[src/rtl/clkstop_pkg.sv]
package clkstop_pkg;
  typedef enum logic [1:0] {
    DS_RUN  = 2'd0,
    DS_PARK = 2'd1,
    DS_TRI  = 2'd2,
    DS_OFF  = 2'd3
  } pair_state_e;
endpackage

[src/rtl/clkstop_sampler.sv]
module clkstop_sampler (
  input  logic clk,
  input  logic rst,
  input  logic ref_clk_i,
  input  logic stop_n_i,
  input  logic run_en_i,
  output logic stop_o
);
  logic ref_q, ref_d, req_q;

  always_ff @(posedge clk) begin
    if (rst) begin
      ref_q  <= 1'b0;
      ref_d  <= 1'b0;
      req_q  <= 1'b0;
      stop_o <= 1'b0;
    end else begin
      ref_q <= ref_clk_i;
      ref_d <= ref_q;
      req_q <= ~stop_n_i | ~run_en_i;
      if (ref_q && !ref_d) stop_o <= req_q;
    end
  end

  AST_STOP_ON_REF_RISE: assert property (@(posedge clk) disable iff (rst)
    (!$past(rst) && !$past(rst, 2) && !$past(rst, 3) && !$stable(stop_o))
      |-> ($past(ref_clk_i, 2) && !$past(ref_clk_i, 3)));
endmodule

[src/rtl/clkstop_bus_cell.sv]
module clkstop_bus_cell (
  input  logic clk,
  input  logic rst,
  input  logic src_i,
  input  logic stop_i,
  input  logic oe_i,
  output logic clk_o,
  output logic run_o
);
  logic src_q;

  // run_o may only change while the sampled source sits low
  always_ff @(posedge clk) begin
    if (rst) begin
      src_q <= 1'b0;
      run_o <= 1'b1;
      clk_o <= 1'b0;
    end else begin
      src_q <= src_i;
      if (!src_q) run_o <= !stop_i && oe_i;
      clk_o <= src_q & run_o;
    end
  end

  AST_BUS_RISE_CLEAN: assert property (@(posedge clk) disable iff (rst)
    $rose(clk_o) |-> ($past(src_q) && !$past(src_q, 2)));
  AST_BUS_FALL_CLEAN: assert property (@(posedge clk) disable iff (rst)
    $fell(clk_o) |-> !$past(src_q));
endmodule

[src/rtl/clkstop_pair_gate.sv]
module clkstop_pair_gate
  import clkstop_pkg::*;
(
  input  logic        clk,
  input  logic        rst,
  input  logic        src_i,
  input  logic        stop_i,
  input  logic        bus_quiet_i,
  input  logic        oe_i,
  input  logic        tri_i,
  output logic        true_o,
  output logic        comp_o,
  output pair_state_e state_o
);
  logic src_q, run_q;

  always_ff @(posedge clk) begin
    if (rst) begin
      src_q   <= 1'b0;
      run_q   <= 1'b1;
      true_o  <= 1'b0;
      comp_o  <= 1'b0;
      state_o <= DS_RUN;
    end else begin
      src_q <= src_i;
      if (src_q) begin
        if (stop_i && bus_quiet_i) run_q <= 1'b0;
        else if (!stop_i)          run_q <= 1'b1;
      end
      if (!oe_i) begin
        true_o <= 1'b0; comp_o <= 1'b0; state_o <= DS_OFF;
      end else if (run_q) begin
        true_o <= src_q; comp_o <= !src_q; state_o <= DS_RUN;
      end else if (tri_i) begin
        true_o <= 1'b0; comp_o <= 1'b0; state_o <= DS_TRI;
      end else begin
        true_o <= 1'b1; comp_o <= 1'b0; state_o <= DS_PARK;
      end
    end
  end

  AST_PAIR_PARK_AT_HIGH: assert property (@(posedge clk) disable iff (rst)
    (state_o == DS_PARK && $past(state_o) == DS_RUN) |-> $past(src_q, 2));
endmodule

[src/rtl/clkstop_gate_top.sv]
module clkstop_gate_top
  import clkstop_pkg::*;
#(
  parameter int NUM_BUS = 7
) (
  input  logic               clk,
  input  logic               rst,
  input  logic               ref_bus_clk_i,
  input  logic [NUM_BUS-1:0] bus_clk_i,
  input  logic               pair_clk_i,
  input  logic               stop_n_i,
  input  logic               cfg_run_en_i,
  input  logic [NUM_BUS:0]   cfg_free_run_i,
  input  logic [NUM_BUS-1:0] cfg_bus_oe_i,
  input  logic               cfg_pair_oe_i,
  input  logic               cfg_pair_tri_i,
  output logic [NUM_BUS-1:0] bus_clk_o,
  output logic               diff_true_o,
  output logic               diff_comp_o,
  output logic [1:0]         diff_state_o
);
  localparam int PAIR_IDX = NUM_BUS;

  logic               stop_s;
  logic [NUM_BUS-1:0] bus_stop, bus_run, bus_quiet;
  logic               pair_stop;
  pair_state_e        pair_state;

  clkstop_sampler u_sampler (
    .clk       (clk),
    .rst       (rst),
    .ref_clk_i (ref_bus_clk_i),
    .stop_n_i  (stop_n_i),
    .run_en_i  (cfg_run_en_i),
    .stop_o    (stop_s)
  );

  for (genvar g = 0; g < NUM_BUS; g++) begin : g_bus
    assign bus_stop[g]  = stop_s & ~cfg_free_run_i[g];
    assign bus_quiet[g] = ~bus_stop[g] | ~bus_run[g];
    clkstop_bus_cell u_cell (
      .clk    (clk),
      .rst    (rst),
      .src_i  (bus_clk_i[g]),
      .stop_i (bus_stop[g]),
      .oe_i   (cfg_bus_oe_i[g]),
      .clk_o  (bus_clk_o[g]),
      .run_o  (bus_run[g])
    );
  end

  assign pair_stop = stop_s & ~cfg_free_run_i[PAIR_IDX];

  clkstop_pair_gate u_pair (
    .clk         (clk),
    .rst         (rst),
    .src_i       (pair_clk_i),
    .stop_i      (pair_stop),
    .bus_quiet_i (&bus_quiet),
    .oe_i        (cfg_pair_oe_i),
    .tri_i       (cfg_pair_tri_i),
    .true_o      (diff_true_o),
    .comp_o      (diff_comp_o),
    .state_o     (pair_state)
  );

  assign diff_state_o = pair_state;

  logic [NUM_BUS-1:0] free_live;
  assign free_live = cfg_free_run_i[NUM_BUS-1:0] & cfg_bus_oe_i;

  AST_PARK_AFTER_BUS: assert property (@(posedge clk) disable iff (rst)
    (stop_s && (pair_state == DS_PARK || pair_state == DS_TRI))
      |-> ((bus_clk_o & ~cfg_free_run_i[NUM_BUS-1:0]) == '0));
  AST_FREE_BUS_PASS: assert property (@(posedge clk) disable iff (rst)
    (!$past(rst) && !$past(rst, 2) && free_live == $past(free_live)
      && free_live == $past(free_live, 2))
      |-> ((bus_clk_o & free_live) == ($past(bus_clk_i, 2) & free_live)));
  AST_FREE_PAIR_RUNS: assert property (@(posedge clk) disable iff (rst)
    (cfg_free_run_i[PAIR_IDX] && cfg_pair_oe_i && $past(cfg_pair_oe_i)
      && $past(cfg_free_run_i[PAIR_IDX])) |-> (pair_state == DS_RUN));
endmodule

[config.mk]
export PLATFORM = sky130hd
export DESIGN_NAME = clkstop_gate_top
export DESIGN_NICKNAME = d
export VERILOG_FILES = /design/src/rtl/clkstop_pkg.sv /design/src/rtl/clkstop_sampler.sv /design/src/rtl/clkstop_bus_cell.sv /design/src/rtl/clkstop_pair_gate.sv /design/src/rtl/clkstop_gate_top.sv
export SDC_FILE = /design/constraint.sdc
export NUM_CORES = 1
export LEC_CHECK = 0
export BUFFER_PORTS_ARGS = -buffer_cell sky130_fd_sc_hd__buf_2
export CAP_MARGIN = 10
export CORE_UTILIZATION = 46
export CTS_CLUSTER_SIZE = 24
export DETAILED_ROUTE_END_ITERATION = 6
export PLACE_DENSITY = 0.8
export SLEW_MARGIN = 30
export SYNTH_ARGS = -nofsm -noshare
export SYNTH_HDL_FRONTEND = slang
export SYNTH_HIERARCHICAL = 1
export SYNTH_SLANG_ARGS = --single-unit
[constraint.sdc]
create_clock -name clk -period 1.3 [get_ports clk]
set_input_delay 0.26 -clock clk [delete_from_list [all_inputs] [get_ports clk]]
set_output_delay 0.26 -clock clk [all_outputs]
set_load 0.005 [all_outputs]
======== Word level (Yosys, flattened, before mapping) ========
Cells that the tools add are included.
word-level totals
  word-level logic and storage cells ...... 109
  output and inout port bits .............. 11
  bits in registers ....................... 31
  bits of input ports ..................... 30
operators by class
  bitwise operators ....................... 49
  mux-type cells .......................... 7
  equal/unequal tests ..................... 1
  reductions and logical operators ........ 22
operator list
  cell                  count
  $not A1 Y1            26
  $and A1 B1 Y1         15
  $logic_and A1 B1 Y1   9
  $logic_not A1 Y1      9
  $or A1 B1 Y1          8
  $reduce_and A7 Y1     1
  $mux W2               3
  $mux W1               4
  $reduce_or A3 Y1      1
  $ne A2 B2 Y1 const B  1
  $reduce_and A2 Y1     1
  $reduce_or A2 Y1      1

======== Logic depth before layout (Yosys ltp) ========
  word-level depth ........................ 8
  mapped depth ............................ 5
  depth with buffers taken out ............ 5

======== By module ========
Netlist, hierarchy kept.
by module, submodules not included
  module             seq. area each (µm²)  times used  area each (µm²)  cells an instance
  clkstop_bus_cell   60.1                  7           90.1             9
  clkstop_pair_gate  120.1                 1           193.9            17
  clkstop_sampler    80.1                  1           137.6            11
  clkstop_gate_top   0.0                   1           121.4            19

======== Worst setup path after synthesis ========
No wires, ideal clock.
  path kind ............................... reg-to-reg
  start point ............................. register g_bus[1].u_cell.run_o
  end point ............................... register u_pair.run_q
  arrival time ............................ 996 ps
  slack ................................... 182 ps
  period minus slack after synthesis ...... 1118 ps
  required time ........................... 1178 ps
  setup time .............................. 122 ps
  cell stages (with the launch flop) ...... 6
  path buffers ............................ 0
  cell sequence ........................... dfxtp_1 > nand2b_1 > o221ai_2 > o31ai_2 > nand2_1 > a221o_1
between the ends
  word-level cells in the longest chain between the ends .. 6
  elaborated cells between the ends (all ways) .. 7
  those cells by class .................... 1 x eq/ne; 1 x mux; 2 x bitwise; 3 x reduce/logical
ends and longest elaborated chain
  item                         RTL line                 source
  start: declaration           clkstop_bus_cell.sv:8    output logic run_o
  start signal: assignment     clkstop_bus_cell.sv:20   if (!src_q) run_o <= !stop_i && oe_i;
  $not A1 Y1 *                 clkstop_gate_top.sv:40   assign bus_quiet[g] = ~bus_stop[g] | ~bus_run[g];
  $or A1 B1 Y1 *               clkstop_gate_top.sv:40
  $reduce_and A7 Y1 *          clkstop_gate_top.sv:59   .bus_quiet_i (&bus_quiet),
  $logic_and A1 B1 Y1 *        clkstop_pair_gate.sv:27  if (stop_i && bus_quiet_i) run_q <= 1'b0;
  $ne A2 B2 Y1 (no line)       n/a
  $reduce_and A2 Y1 (no line)  n/a
  end signal: assignment       clkstop_pair_gate.sv:20  run_q <= 1'b1;
  end signal: assignment       clkstop_pair_gate.sv:27
  end signal: assignment       clkstop_pair_gate.sv:28  else if (!stop_i) run_q <= 1'b1;
  end: declaration             clkstop_pair_gate.sv:15  logic src_q, run_q;
Mark *: on every way between the ends. The rest lies on a longest branch, timed or not.
A chain may end at the register's enable or synchronous reset.

======== Final worst setup path ========
  start point ............................. register g_bus[6].u_cell.run_o
  end point ............................... register u_pair.run_q
between the ends
  word-level cells in the longest chain between the ends .. 6
  elaborated cells between the ends (all ways) .. 7
  those cells by class .................... 1 x eq/ne; 1 x mux; 2 x bitwise; 3 x reduce/logical
ends and longest elaborated chain
  item                         RTL line
  start: declaration           clkstop_bus_cell.sv:8
  start signal: assignment     clkstop_bus_cell.sv:20
  $not A1 Y1 *                 clkstop_gate_top.sv:40
  $or A1 B1 Y1 *               clkstop_gate_top.sv:40
  $reduce_and A7 Y1 *          clkstop_gate_top.sv:59
  $logic_and A1 B1 Y1 *        clkstop_pair_gate.sv:27
  $ne A2 B2 Y1 (no line)       n/a
  $reduce_and A2 Y1 (no line)  n/a
Marked as above.

==> flow_metrics.py <==
metrics = {
    "floorplan": {
        "start_util_pct": 49.0,
        "row_count": 17,
        "ios": 41,
        "dieArea_sq_um": 2550,
        "fp.dieH_um": 50.5,
        "core-area_sq_um": 2210,
        "fp.dieW_um": 50.5,
    },
    "sta": {
        "period_minus_slack_ns": 1.20,
        "tightestPinTransition_ns": 0.430,
        "finClkSkew_ns": 0.00303,
        "max_freq_mhz": 832,
        "slew_violations": 0,
        "max_slew_margin_pct": 71.3,
        "rsz0062_at_grt": "false",
        "hold_violations": 0,
        "setup_viol": 0,
        "finalSetupTns_ns": 0,
        "setup_ws_ns": 0.0988,
        "final_min_period_over_clock_period_pct": 92.4,
    },
    "cts": {
        "numCtsBuffers": 5,
        "cts_sinks": 31,
        "cts_setup_buffers": 0,
        "cts_max_path_buffers": 2,
        "clkLatencyLatePin_ns": 0.32,
        "clkSlewWorstSetupHoldPaths_ns": 0.09,
        "holdBufCountCts": 0,
        "cts_tree": "built",
        "cts_root_buf": "clkbuf_4",
        "cts_resized": 0,
        "htree_levels": 2,
    },
    "logic_synthesis": {
        "synth_area_per_cell_sq_um": 9.85,
        "ys.warnings.count": 6,
        "yosys.area.top_type": "dfxtp_1",
        "netlist.area_leader.share_pct": 57.3,
        "syn_area_sq_um": 1080,
        "synth_edf_count": 0,
        "synth-seq-cells": 31,
        "yosysUniqueCellTypes": 20,
        "synthCells": 110,
        "syn_nets": 140,
        "yosysSeqAreaShare_pct": 57.3,
        "synthArstFlopShare_pct": 0,
        "yosys-top-cells-area": "dfxtp_1 (57%), nor2b_1 (10%), nand2b_1 (5.2%)",
        "ys.flop_type": "dfxtp_1",
        "ys_top_cells_by_count": "dfxtp_1 (31), nor2b_1 (18), a21oi_1 (9), nand2b_1 (9)",
        "yosysMostFrequentCell": "dfxtp_1",
    },
    "placed_design": {
        "port-buffer-count": 40,
        "place_congestion": 0.629,
        "dp.cells": 180,
        "dp_hpwl_um": 1370,
        "place_area_sq_um": 1330,
        "post-place-ws_ns": 0.0408,
    },
    "worst_setup_path": {
        "start_kind": "register",
        "crit_cells": 5,
        "slowest_stage": "dfxtp_1",
        "crit_fanout": 3,
        "crit_chain": "inv_1 > o221ai_2 > o31ai_2 > nand2_1 > a221o_1",
        "worstRegToRegCells": 5,
        "cp.required_ns": 1.51,
        "cp.buffers_inverters": 1,
        "r2r_slack_ns": 0.1,
        "crit_family": "compound AO/OA/AOI/OAI gates",
        "reg2reg_from": "g_bus[6].u_cell/run_o",
        "endpoint_kind": "register",
        "arrival_ns": 1.41,
        "slowest_delay_ns": 0.33,
        "r2r_end": "u_pair/run_q",
        "criticalPathCategory": "register to register",
    },
    "finish": {
        "finalNonFillerCells": 188,
        "fillCellCount": 218,
        "stdcell_area_sq_um": 1400,
        "n_antenna_cell": 0,
        "final_nets": 189,
        "area_growth_pct": 29.4,
        "drive_gt1_share_pct": 34.4,
    },
    "pwr": {
        "ir_worst_vdd_v": 0.000883,
        "p_per_area_nw_per_um2": 1300,
        "p_leak_nw": 0.683,
    },
    "hold_path": {
        "min_to": "u_sampler/req_q",
        "worst_hold_path_type": "input port to register",
        "hp-start": "cfg_run_en_i",
        "whs_path_depth": 2,
    },
    "detailed_routing": {
        "drtIter0Drc": 8,
        "vias": 879,
        "viasPerCell": 4.68,
        "drt_first_pass_iters": 4,
        "drc": 0,
        "drt_wl_total_um": 1910,
        "wire_per_inst_um": 10.2,
        "ant_nets": 0,
    },
    "global_routing": {
        "grt_max_degree": 27,
        "antenna_found_initial": 0,
        "overflow": 0,
        "grt_pass1_wl_um": 3260,
        "grt_pass1_vias": 785,
        "grt.total_usage_pct": 18.3,
    },
    "run_status": {
        "status": "complete, no violations",
    },
    "run": {
        "drv_cap": 0,
    },
}
==> per-stage QoR <==
| stage | hold slack [ns] | total power [mW] | util [%] |
|---|---|---|---|
| 2_1_floorplan | 0.329 | 1.13 | - |
| 3_3_place_gp | 0.432 | 1.22 | 60.3 |
| 6_report | 0.104 | 1.83 | 63.4 |
| 5_1_grt | 0.0843 | 1.93 | 63.4 |
| 3_5_place_dp | 0.435 | 1.23 | 60.3 |
| 4_1_cts | 0.0911 | 1.85 | 63.4 |
==> power breakdown <==
group	leakage, nW	total [mW]	internal [mW]	switching (mW)
clock network	0.0386	0.627	0.318	0.309
logic	0.388	0.171	0.0966	0.0744
registers	0.257	1.03	1.00	0.0299
total	0.683	1.83	1.42	0.413
==> metal layers <==
layer	part of all wire, %	GRT usage, %	vias to the layer above
met1	43	20.1	384
met5	0	0	-
met2	48	28.2	28
li1	-	-	460
met3	5.7	6.36	7
met4	2.9	15.3	0
==> layout make-up <==
type                            instances  area (sq um)  share of cell area [%]
Multi-Input combinational cell         72           437                    31.1
Timing Repair Buffer                   42           215                    15.3
Sequential cell                        31           621                    44.2
Clock buffer                            8          68.8                    4.91
Inverter                                7          26.3                    1.87
Tap cell                               28          35.0                    2.50
==> placed cells by master, fill, tap and decap left out <==
| master | instances |
|---|---|
| buf_4 | 2 |
| inv_1 | 7 |
| o21a_1 | 1 |
| nand2b_4 | 1 |
| clkbuf_4 | 5 |
| o221ai_2 | 1 |
| nor4bb_1 | 1 |
| and2b_2 | 1 |
| a221o_1 | 1 |
| nand4bb_1 | 1 |
| o21ai_1 | 7 |
| clkbuf_8 | 2 |
| buf_2 | 40 |
| clkbuf_1 | 1 |
| nand2b_1 | 9 |
| and3b_1 | 1 |
| nor2_1 | 8 |
| dfxtp_1 | 31 |
| o22ai_1 | 2 |
| nor2b_1 | 18 |
| nor2b_2 | 1 |
| a21oi_1 | 9 |
| nand2_1 | 8 |
| o31ai_2 | 1 |
| o21ai_2 | 1 |
==> sequential cells by signal, summed over array words and instances, names as in the netlist <==
name and count:
g_bus.u_cell/clk_o 7, g_bus.u_cell/run_o 7, g_bus.u_cell/src_q 7, u_pair/state_o 2, u_pair/comp_o 1, u_pair/run_q 1, u_pair/src_q 1, u_pair/true_o 1
u_sampler/ref_d 1, u_sampler/ref_q 1, u_sampler/req_q 1, u_sampler/stop_o 1
==> worst max path at each step <==
| stage | startpoint | end | slack (ns) |
|---|---|---|---|
| detailed placement | cfg_free_run_i[1] | u_pair/run_q | 0.04 |
| finish | g_bus[6].u_cell/run_o | u_pair/run_q | 0.1 |
| global route | g_bus[1].u_cell/run_o | u_pair/run_q | 0.05 |
| floorplan | g_bus[1].u_cell/run_o | u_pair/run_q | 0.18 |
| global placement | cfg_free_run_i[1] | u_pair/run_q | 0.08 |
| CTS | g_bus[6].u_cell/run_o | u_pair/run_q | 0.1 |
==> logic make-up after synthesis <==
group	synth area share, %
simple gates	26.8
flops	57.3
compound gates	13.5
buf+inv	2.43
Power figures use the tool's default switching activity.
